===== src/rtl/srm_pkg.sv =====
package srm_pkg;
  typedef enum logic {
    SRC_HSYNC = 1'b0,
    SRC_CSYNC = 1'b1
  } src_e;

  function automatic logic [4:0] sat_inc5(input logic [4:0] v);
    return (v == 5'h1F) ? v : v + 5'd1;
  endfunction
endpackage


===== src/rtl/srm_edge_sync.sv =====
module srm_edge_sync #(
  parameter int N_IN = 2
) (
  input  logic            clk_i,
  input  logic            rst_ni,
  input  logic [N_IN-1:0] level_i,
  output logic [N_IN-1:0] rise_o
);
  for (genvar g = 0; g < N_IN; g++) begin : g_lane
    logic meta_q, sync_q, prev_q;

    always_ff @(posedge clk_i or negedge rst_ni) begin
      if (!rst_ni) begin
        meta_q <= 1'b0;
        sync_q <= 1'b0;
        prev_q <= 1'b0;
      end else begin
        meta_q <= level_i[g];
        sync_q <= meta_q;
        prev_q <= sync_q;
      end
    end

    assign rise_o[g] = sync_q & ~prev_q;


    one_rise_per_level_chk: assert property (@(posedge clk_i) disable iff (!rst_ni)
      rise_o[g] |=> !rise_o[g]);
  end
endmodule


===== src/rtl/srm_window_timer.sv =====
module srm_window_timer #(
  parameter int WIN_LOG2 = 13
) (
  input  logic clk_i,
  input  logic rst_ni,
  input  logic en_i,
  output logic tick_o
);
  logic [WIN_LOG2-1:0] tmr_q;

  always_ff @(posedge clk_i or negedge rst_ni) begin
    if (!rst_ni)    tmr_q <= '0;
    else if (!en_i) tmr_q <= '0;
    else            tmr_q <= tmr_q + 1'b1;
  end

  assign tick_o = en_i && (&tmr_q);


  restart_from_zero_chk: assert property (@(posedge clk_i) disable iff (!rst_ni)
    $rose(en_i) |-> (tmr_q == '0));


  tick_spacing_chk: assert property (@(posedge clk_i) disable iff (!rst_ni)
    tick_o |=> !tick_o);
endmodule


===== src/rtl/srm_sat_counter.sv =====
module srm_sat_counter #(
  parameter int CNT_W = 5
) (
  input  logic             clk_i,
  input  logic             rst_ni,
  input  logic             en_i,
  input  logic             tick_i,
  input  logic             pulse_i,
  output logic [CNT_W-1:0] latch_o
);
  localparam logic [CNT_W-1:0] CNT_MAX = {CNT_W{1'b1}};

  logic [CNT_W-1:0] cnt_q, cnt_d;
  logic [CNT_W-1:0] latch_q;

  always_comb begin
    cnt_d = cnt_q;
    if (!en_i)                            cnt_d = '0;
    else if (tick_i)                      cnt_d = pulse_i ? CNT_W'(1) : '0;
    else if (pulse_i && cnt_q != CNT_MAX) cnt_d = cnt_q + 1'b1;
  end

  always_ff @(posedge clk_i or negedge rst_ni) begin
    if (!rst_ni) begin
      cnt_q   <= '0;
      latch_q <= '0;
    end else begin
      cnt_q <= cnt_d;
      if (tick_i) latch_q <= cnt_q;
    end
  end

  assign latch_o = latch_q;


  sat_hold_chk: assert property (@(posedge clk_i) disable iff (!rst_ni)
    (en_i && !tick_i && cnt_q == CNT_MAX) |=> (cnt_q == CNT_MAX));


  latch_quiet_chk: assert property (@(posedge clk_i) disable iff (!rst_ni)
    !tick_i |=> $stable(latch_q));


  count_monotonic_chk: assert property (@(posedge clk_i) disable iff (!rst_ni)
    (en_i && !tick_i) |=> (cnt_q >= $past(cnt_q)));
endmodule


===== src/rtl/sync_rate_meter.sv =====
module sync_rate_meter #(
  parameter int WIN_LOG2 = 13,
  parameter int CNT_W    = 5,
  parameter int DATA_W   = 8
) (
  input  logic              clk_i,
  input  logic              rst_ni,
  input  logic              en_i,
  input  logic              hsync_i,
  input  logic              csync_i,
  input  logic              cs_i,
  input  logic              rd_i,
  input  logic              wr_i,
  input  logic [DATA_W-1:0] wdata_i,
  output logic [DATA_W-1:0] rdata_o
);
  import srm_pkg::*;

  localparam int SEL_BIT = CNT_W;
  localparam int PAD_W   = DATA_W - CNT_W - 1;

  src_e             src_sel_q;
  logic [1:0]       rise;
  logic             tick;
  logic             pulse;
  logic [CNT_W-1:0] latch;
  logic             unused_wbits;

  srm_edge_sync #(.N_IN(2)) u_sync (
    .clk_i   (clk_i),
    .rst_ni  (rst_ni),
    .level_i ({csync_i, hsync_i}),
    .rise_o  (rise)
  );

  srm_window_timer #(.WIN_LOG2(WIN_LOG2)) u_timer (
    .clk_i  (clk_i),
    .rst_ni (rst_ni),
    .en_i   (en_i),
    .tick_o (tick)
  );

  assign pulse = (src_sel_q == SRC_CSYNC) ? rise[1] : rise[0];

  srm_sat_counter #(.CNT_W(CNT_W)) u_count (
    .clk_i   (clk_i),
    .rst_ni  (rst_ni),
    .en_i    (en_i),
    .tick_i  (tick),
    .pulse_i (pulse),
    .latch_o (latch)
  );

  always_ff @(posedge clk_i or negedge rst_ni) begin
    if (!rst_ni)          src_sel_q <= SRC_HSYNC;
    else if (cs_i && wr_i) src_sel_q <= src_e'(wdata_i[SEL_BIT]);
  end

  assign unused_wbits = ^{wdata_i[DATA_W-1:SEL_BIT+1], wdata_i[SEL_BIT-1:0]};

  assign rdata_o = (cs_i && rd_i) ? {{PAD_W{1'b0}}, src_sel_q, latch} : '0;


  sel_write_only_chk: assert property (@(posedge clk_i) disable iff (!rst_ni)
    !(cs_i && wr_i) |=> $stable(src_sel_q));


  sel_takes_write_chk: assert property (@(posedge clk_i) disable iff (!rst_ni)
    (cs_i && wr_i) |=> (src_sel_q == src_e'($past(wdata_i[SEL_BIT]))));
endmodule


===== config.mk =====
export PLATFORM = sky130hd
export DESIGN_NAME = sync_rate_meter
export DESIGN_NICKNAME = d
export VERILOG_FILES = /design/src/rtl/srm_pkg.sv /design/src/rtl/srm_edge_sync.sv /design/src/rtl/srm_window_timer.sv /design/src/rtl/srm_sat_counter.sv /design/src/rtl/sync_rate_meter.sv
export SDC_FILE = /design/constraint.sdc
export NUM_CORES = 1
export LEC_CHECK = 0
export ABC_AREA = 1
export BUFFER_PORTS_ARGS = -buffer_cell sky130_fd_sc_hd__buf_2
export CORE_UTILIZATION = 62
export CTS_BUF_LIST = sky130_fd_sc_hd__clkbuf_8
export DETAILED_ROUTE_END_ITERATION = 16
export GPL_TIMING_DRIVEN = 0
export PLACE_DENSITY_LB_ADDON = 0.1
export REMOVE_ABC_BUFFERS = 1
export SLEW_MARGIN = 20
export SYNTH_ARGS = -nofsm -noshare
export SYNTH_HDL_FRONTEND = slang
export SYNTH_SLANG_ARGS = --single-unit

===== constraint.sdc =====
create_clock -name clk_i -period 3.9 [get_ports clk_i]
set_input_delay 0.585 -clock clk_i [delete_from_list [all_inputs] [get_ports clk_i]]
set_output_delay 0.585 -clock clk_i [all_outputs]
set_load 0.01 [all_outputs]

# Yosys cells after proc, flatten, opt, wreduce, memory -nomap -nowiden
# Index checks and enable logic that the tools add are counted.
dict set report totals {
  output_inout_bits 8
  ff_bits 30
  input_bits 16
  wordCells 30
}
dict set report classes {
  mux 7
  reduce_logical 5
  bitwise 4
  n_eq_ne 2
  addsub 2
}
# op count
set op_table {}
lappend op_table {{$mux 5} 3}
lappend op_table {{$add 13x1->13 const B} 1}
lappend op_table {{$mux 13} 1}
lappend op_table {{$reduce_and 13->1} 1}
lappend op_table {{$mux 6} 1}
lappend op_table {{$add 5x1->5 const B} 1}
lappend op_table {{$ne 5x5->1 const B} 1}
lappend op_table {{$logic_and 1x1->1} 4}
lappend op_table {{$ne 3x1->1 const B} 1}
lappend op_table {{$and 1x1->1} 2}
lappend op_table {{$mux 1} 2}
lappend op_table {{$not 1->1} 2}

# Depth between registers and ports, before layout
# Gate-level depths: netlist (run 1).
dict set report logic_depth {
  depth_word 7
  depth_mapped 11
  ltp_nobuf 11
}

# Cells and area by module
# From an unflattened synthesis (run 1), not the netlist that was laid out.
dict set report hier_totals {
  hier_cells 189
  area_unflattened_um2 1468.9
}
# module area_each_um2 cells_each seq_area_each_um2 instances
set by_module_without_submodules {}
lappend by_module_without_submodules {srm_window_timer 678.2 94 325.3 1}
lappend by_module_without_submodules {srm_sat_counter 498.0 61 250.2 1}
lappend by_module_without_submodules {srm_edge_sync 170.2 10 150.1 1}
lappend by_module_without_submodules {sync_rate_meter 122.6 24 25.0 1}

# Least setup slack after synthesis (run 1)
# OpenSTA, ideal clock, no wires.
dict set report synth_timing {
  path_kind {input to output}
  start {in cs_i}
  end {out rdata_o[0]}
  slack_ns 2.451
  path_buffers 0
  cell_stages 2
  arrival_time_ns 0.864
  cell_sequence {nand2_1 -> nor2_1}
}
dict set report synth_via {
  elab_chain_len 2
}
# element line
set synth_lines {}
lappend synth_lines {{from (decl)} sync_rate_meter.sv:11} ;# input logic cs_i,
lappend synth_lines {{$logic_and 1x1->1} sync_rate_meter.sv:61} ;# assign rdata_o = (cs_i && rd_i) ? {{PAD_W{1'b0}}, src_sel_q, latch} : '0;
lappend synth_lines {{$mux 6} sync_rate_meter.sv:61}
lappend synth_lines {{to (decl)} sync_rate_meter.sv:15} ;# output logic [DATA_W-1:0] rdata_o
# No other way between the ends.

# Worst setup path after layout (run 1)
dict set report layout_timing {
  start {in cs_i}
  end {out rdata_o[3]}
}
# Same word-level chain as after synthesis.

==> metrics, run 1 <==
Tmin final roughly 1700 ps; detailed-placement wirelength estimate 1680 µm; Pleak 0.790 nW; share of the yosys chip area belonging to registers 0.529; Total Routing Usage GR 0.242; clk_lat worst skew 280 ps; CTS Hold Buffers Added 0; DIE HEIGHT between 40 and 50 µm; gpl congestion 0.789; H-tree depth 2; Root Buffer Master clkbuf_8; Final nets 200; core box area between 2000 and 2500 µm²; Avg Vias per Cell 5.12; Achievable Freq 597 MHz; port bufs 14; ratio of cells with drive above 1 in the final layout 0.220; Setup Buffers After CTS 0; crit-path cells buf_2 > nand2_1 > nor2_1 > buf_2; largest net degree at the start of global routing 31; DIE AREA ~2500 µm²; Fillers between 100 and 150; Mapped Cells 163; Num CTS Buffers 5; CP max stage cell nor2_1; clock sinks 30; crit-path leading delay family simple AND/OR/NAND/NOR gates; Fin. Hold Viols 0; syn_area_per_cell a little under 9 µm²; RSZ-0062 raised after global routing no; DRC 0; WL/cell 11.8 µm; Core Util, Final 0.795; 1st-pass router iterations 4; setup TNS 0 ps; Worst EP arrival roughly 1100 ps; initial antenna violation count 0; global-route wire length before repair between 4000 and 5000 µm; relative slew slack 0.579; # setup viols final 0; Slew Viols, Final 0; Startpoint Class input pin; Area Overhead vs Synth 15.5%; FP Rows 16; vias in the first global route slightly above 1000; die width roughly 50 µm; Min-Delay Path Class input pin to asynchronous set/reset pin; endpoint class of the critical path output pin; number of I/O pins 24; worst path bufs/invs 2; final wirelength 2460 µm; DP Area 1500 µm²; CP required approximately 3300 ps; CP peak stage delay 150 ps; initial core utilization 0.688; Max IR drop VDD roughly 0.00043 V; Synth warnings 0; worst setup path class input pin to output pin; # diodes 0; gr ovfl total 0; #FFs+latches synth 30; max-cap violation count 0; CTS tree built; Pwr Density 461 nW/µm²; post-cts sizing count 0; DRT antenna net count 0; status complete, no violations; Yosys cell types 30; CTS clk-pin slew, worst paths roughly 60 ps; Longest Clk Path Bufs 2; period utilisation layout 0.429; Cell Area, Synth about 1400 µm²; slew at the pin closest to its max-slew limit around 630 ps; cell mode on critical path buf_2; via count 1070; CP Max Fanout 6; Starting DRT DRC Count 36; post-route design area around 1600 µm²; clk_skew just under 8 ps
[layout make-up]
| type | count | area, µm² | share of cell area |
|---|---|---|---|
| well taps | 27 | 33.8 | 0.0206 |
| clock buffers | 6 | 82.6 | 0.0504 |
| repair buffers | 14 | 70.1 | 0.0427 |
| clock inverters | 2 | 60.1 | 0.0366 |
| flip-flops and latches | 30 | 751 | 0.458 |
| inverters | 22 | 83.8 | 0.0511 |
| multi-input cells | 108 | 558 | 0.340 |
[logic make-up (layout without fill, tap and decap cells)]
logic type / after synthesis / after routing / synth area share
AOI/OAI and AO/OA: 24 / 24 / 0.102
adders and majority gates: 3 / 3 / 0.0265
DFF: 30 / 30 / 0.529
xor gates and xnor gates: 1 / 1 / 0.00617
other: 1 / 2 / 0.00264
and+or+nand+nor: 78 / 78 / 0.253
buffers and inverters: 26 / 44 / 0.0802
[power by group]
| part | leakage, nW | switching, mW | internal (mW) |
|---|---|---|---|
| logic | 0.326 | 0.0281 | 0.0129 |
| clock network | 0.0714 | 0.114 | 0.272 |
| registers | 0.393 | 0.00660 | 0.321 |
[per-stage QoR]
step | std cells | hold slack (ps) | setup slack, ps | power [mW]
2_1_floorplan | 160 | 289 | 2450 | 0.356
4_1_cts | 209 | 341 | 2250 | 0.761
3_5_place_dp | 201 | 352 | 2260 | 0.375
5_1_grt | 209 | 373 | 2100 | 0.778
3_3_place_gp | 201 | 336 | 2290 | 0.372
6_report | 209 | 322 | 2230 | 0.755
[placed cells by master (no fill, tap or decap), types with 2 or more instances in the layout]
master	netlist	final
inv_2	3	3
nor3b_1	2	2
a21oi_1	6	6
o21ai_2	4	4
clkbuf_8	0	6
dfrtp_1	30	30
inv_1	18	18
nor3_1	4	4
buf_2	0	14
conb_1	1	2
nand2_1	33	33
o21ai_0	6	6
nand3_1	4	4
nor2_1	25	25
ha_1	3	3
o21ai_1	4	4
nor2_2	3	3
bufinv_16	0	2
nor2_4	2	2
[final timing paths]
| kind | startpoint | end | slack (ps) | depth (start not counted) |
|---|---|---|---|---|
| max in group asynchronous | rst_ni | u_count.cnt_q[2] | 3160 | 1 |
| min in group clk_i | u_sync.g_lane[0].meta_q | u_sync.g_lane[0].sync_q | 360 | 0 |
| hold / removal | rst_ni | u_timer.tmr_q[6] | 320 | 1 |
| hold reg to reg | u_sync.g_lane[0].meta_q | u_sync.g_lane[0].sync_q | 360 | 0 |
| setup reg to reg | u_timer.tmr_q[0] | u_count.cnt_q[0] | 2310 | 10 |
| setup / recovery | cs_i | rdata_o[3] | 2230 | 4 |
[cells in the mapped netlist]
cell type	number	share of area
a21oi_2	1	0.0062
nand3b_1	1	0.0053
buf_4	2	0.011
nand3_2	1	0.0071
a21oi_1	6	0.021
buf_6	1	0.0079
inv_1	18	0.048
o21ai_2	4	0.025
nor3b_1	2	0.011
a21boi_1	1	0.0053
nor2_1	25	0.066
nor3_1	4	0.014
conb_1	1	0.0026
o21ai_0	6	0.021
nor3_2	1	0.0071
inv_2	3	0.0079
dfrtp_1	30	0.53
xor2_1	1	0.0062
nand2_2	1	0.0044
o21ai_1	4	0.014
nor2_4	2	0.016
o21bai_1	1	0.0053
nand2_4	1	0.0079
nand3_1	4	0.014
clkinv_2	1	0.0035
nand2_1	33	0.087
a31oi_1	1	0.0044
nor2_2	3	0.013
clkbuf_1	1	0.0026
ha_1	3	0.026
[layer usage]
metal,track usage,vias up,routed length (µm)
met5,0,-,0
met2,0.367,19,1170
met3,0.0679,6,86
met1,0.309,502,1180
li1,-,543,-
met4,0.138,0,34
[state kept, by name (all words and copies together), names as in the netlist]
name	flops
src_sel_q	1
u_count.cnt_q	5
u_count.latch_o	5
u_sync.g_lane.meta_q	2
u_sync.g_lane.prev_q	2
u_sync.g_lane.sync_q	2
u_timer.tmr_q	13
Note: power is estimated with default switching activity, not from simulation.
==> inputs of run 2 (changes only) <==
- CORE_UTILIZATION: 62 -> 52
- clock period: 3.9 -> 1.5 ns (I/O delays scaled with it)
==> metrics, run 2 (same netlist as run 1, synthesis figures left out) <==
initial antenna violation count 0 (unchanged); Area Overhead vs Synth 20.9% (was 15.5%); area of the multi-input gates 612 µm² (was 558 µm²); Pleak 0.800 nW (was 0.790 nW); gr ovfl total 0 (unchanged); Slew Viols, Final 0 (unchanged); Sw Share 0.239 (was 0.196); die width 54.2 µm (was 49.8 µm); Sequential Area 751 µm² (unchanged); Fillers 212 (was 132); largest net degree at the start of global routing 31 (unchanged); max-cap violation count 0 (unchanged); Total Routing Usage GR 0.195 (was 0.242); CP max stage cell dfrtp_1 (was nor2_1); Worst EP arrival 1630 ps (was 1090 ps); Sw Pwr 0.392 mW (was 0.148 mW); DP Area 1500 µm² (about the same); clock group share of total power 0.403 (was 0.511); core box area 2520 µm² (was 2060 µm²); FP Rows 18 (was 16); final wirelength 2590 µm (was 2460 µm); internal power 1.25 mW (was 0.607 mW); Root Buffer Master clkbuf_8 (unchanged); H-tree depth 2 (unchanged); vias in the first global route 957 (was 1034); number of I/O pins 24 (unchanged); Starting DRT DRC Count 21 (was 36); Min-Delay Path Class input pin to flip-flop (was input pin to asynchronous set/reset pin); Startpoint Class flip-flop (was input pin); crit-path cells ha_2 > nand2_1 > nor2_4 > nand2_4 > inv_4 > nand3_4 > buf_4 > o21ai_2 (was buf_2 > nand2_1 > nor2_1 > buf_2); endpoint class of the critical path flip-flop (was output pin); post-route design area 1720 µm² (was 1640 µm²); worst setup path class flip-flop to flip-flop (was input pin to output pin); Core Util, Final 0.680 (was 0.795); Final nets 209 (was 200); # diodes 0 (unchanged); CP required 1710 ps (was 3310 ps); CTS tree built (unchanged); slew at the pin closest to its max-slew limit 654 ps (was 632 ps); DIE AREA 2940 µm² (was 2480 µm²); DIE HEIGHT 54.2 µm (was 49.8 µm); # setup viols final 0 (unchanged); port bufs 14 (unchanged); CP Max Fanout 5 (was 6); Longest Clk Path Bufs 2 (unchanged); ratio of cells with drive above 1 in the final layout 0.309 (was 0.220); Max IR drop VDD 0.000777 V (was 0.000434 V); Tmin final roughly 1400 ps; initial core utilization 0.563 (was 0.688); status complete, no violations (unchanged); 1st-pass router iterations 5 (was 4); max reg flops 13 (unchanged); clk_lat worst skew 280 ps (about the same); most frequent cells in the layout 30 x nand2_1, 30 x dfrtp_1, 24 x nor2_1 (was 33 x nand2_1, 30 x dfrtp_1, 25 x nor2_1); clk_skew 6.48 ps (was 7.87 ps); detailed-placement wirelength estimate 1720 µm (was 1680 µm); Fin. Hold Viols 0 (unchanged); DRT antenna net count 0 (unchanged); DRC 0 (unchanged); global-route wire length before repair 3930 µm (was 4370 µm); via count 1106 (was 1070); CTS clk-pin slew, worst paths 70 ps (was 60 ps); Num CTS Buffers 5 (unchanged); CP peak stage delay 360 ps (was 150 ps); portion of total power attributed to sequential cells 0.519 (was 0.435); gpl congestion 0.708 (was 0.789); WL/cell 11.7 µm (was 11.8 µm); period utilisation layout 0.946; relative slew slack 0.564 (was 0.579); Avg Vias per Cell 5.00 (was 5.12); largest reg by FF count u_timer.tmr_q (unchanged); clock sinks 30 (unchanged); RSZ-0062 raised after global routing yes (was no); Pwr Density 956 nW/µm² (was 461 nW/µm²); Achievable Freq slightly above 700 MHz; combinational share of power 0.078 (was 0.054)
run 2: critical path: cells and delay by family, from the launching register on:
family / cells / cell delay [ps]
buffers and inverters: 2 / 260
DFF: 1 / 360
AOI/OAI and AO/OA: 1 / 100
and+or+nand+nor: 4 / 440
adders and majority gates: 1 / 190
run 2: layout make-up:
class,instances,area share
sequential,30,0.438
multi-input combinational,109,0.357
timing repair buffer,22,0.0773
inverter,22,0.0511
clock buffer,6,0.0481
tap,30,0.0219
clock inverter,2,0.00729
run 2: final timing paths:
kind,start,end,slack [ps],depth (start not counted)
min in group asynchronous,rst_ni,u_timer.tmr_q[6],510,2
worst max register to register,u_timer.tmr_q[1],u_count.latch_o[1],80,8
worst min-delay path,hsync_i,u_sync.g_lane[0].meta_q,50,1
worst min register to register,u_sync.g_lane[1].meta_q,u_sync.g_lane[1].sync_q,350,0
max in group asynchronous,rst_ni,u_sync.g_lane[1].prev_q,570,2
worst max-delay path,u_timer.tmr_q[1],u_count.latch_o[1],80,8
run 2: power groups by stage:
stage / Combinational (mW) / Clock (mW) / Sequential, mW
2_1_floorplan: 0.0623 / 0 / 0.863
3_3_place_gp: 0.105 / 0 / 0.865
3_5_place_dp: 0.109 / 0 / 0.866
4_1_cts: 0.113 / 0.682 / 0.851
5_1_grt: 0.150 / 0.714 / 0.855
6_report: 0.128 / 0.661 / 0.852
run 2: what timing repair did:
action	4_1_cts	5_1_grt
hold buffers	1	0
gates cloned	0	1
buffers inserted	0	7
pin swaps	0	4
endpoints found under the hold margin	30	0
endpoints found under the setup margin	8	11
gates resized for setup	2	15
run 2: layer usage:
metal,GRT usage,vias up,share of wire
li1,-,562,-
met1,0.235,522,0.44
met2,0.311,18,0.52
met3,0.0750,4,0.038
met4,0.0769,0,0.0081
met5,0,-,0
run 2: through the flow:
step	TNS (ps)	setup slack (ps)	instances	hold WS [ps]	power, mW
6_report	0	80.4	221	49.0	1.64
5_1_grt	-147	-33.4	221	39.0	1.72
4_1_cts	0	1.28	213	40.5	1.65
3_5_place_dp	-242	-91.6	204	293	0.975
3_3_place_gp	-59.1	-59.1	204	287	0.970
2_1_floorplan	0	82.0	160	-70.6	0.925
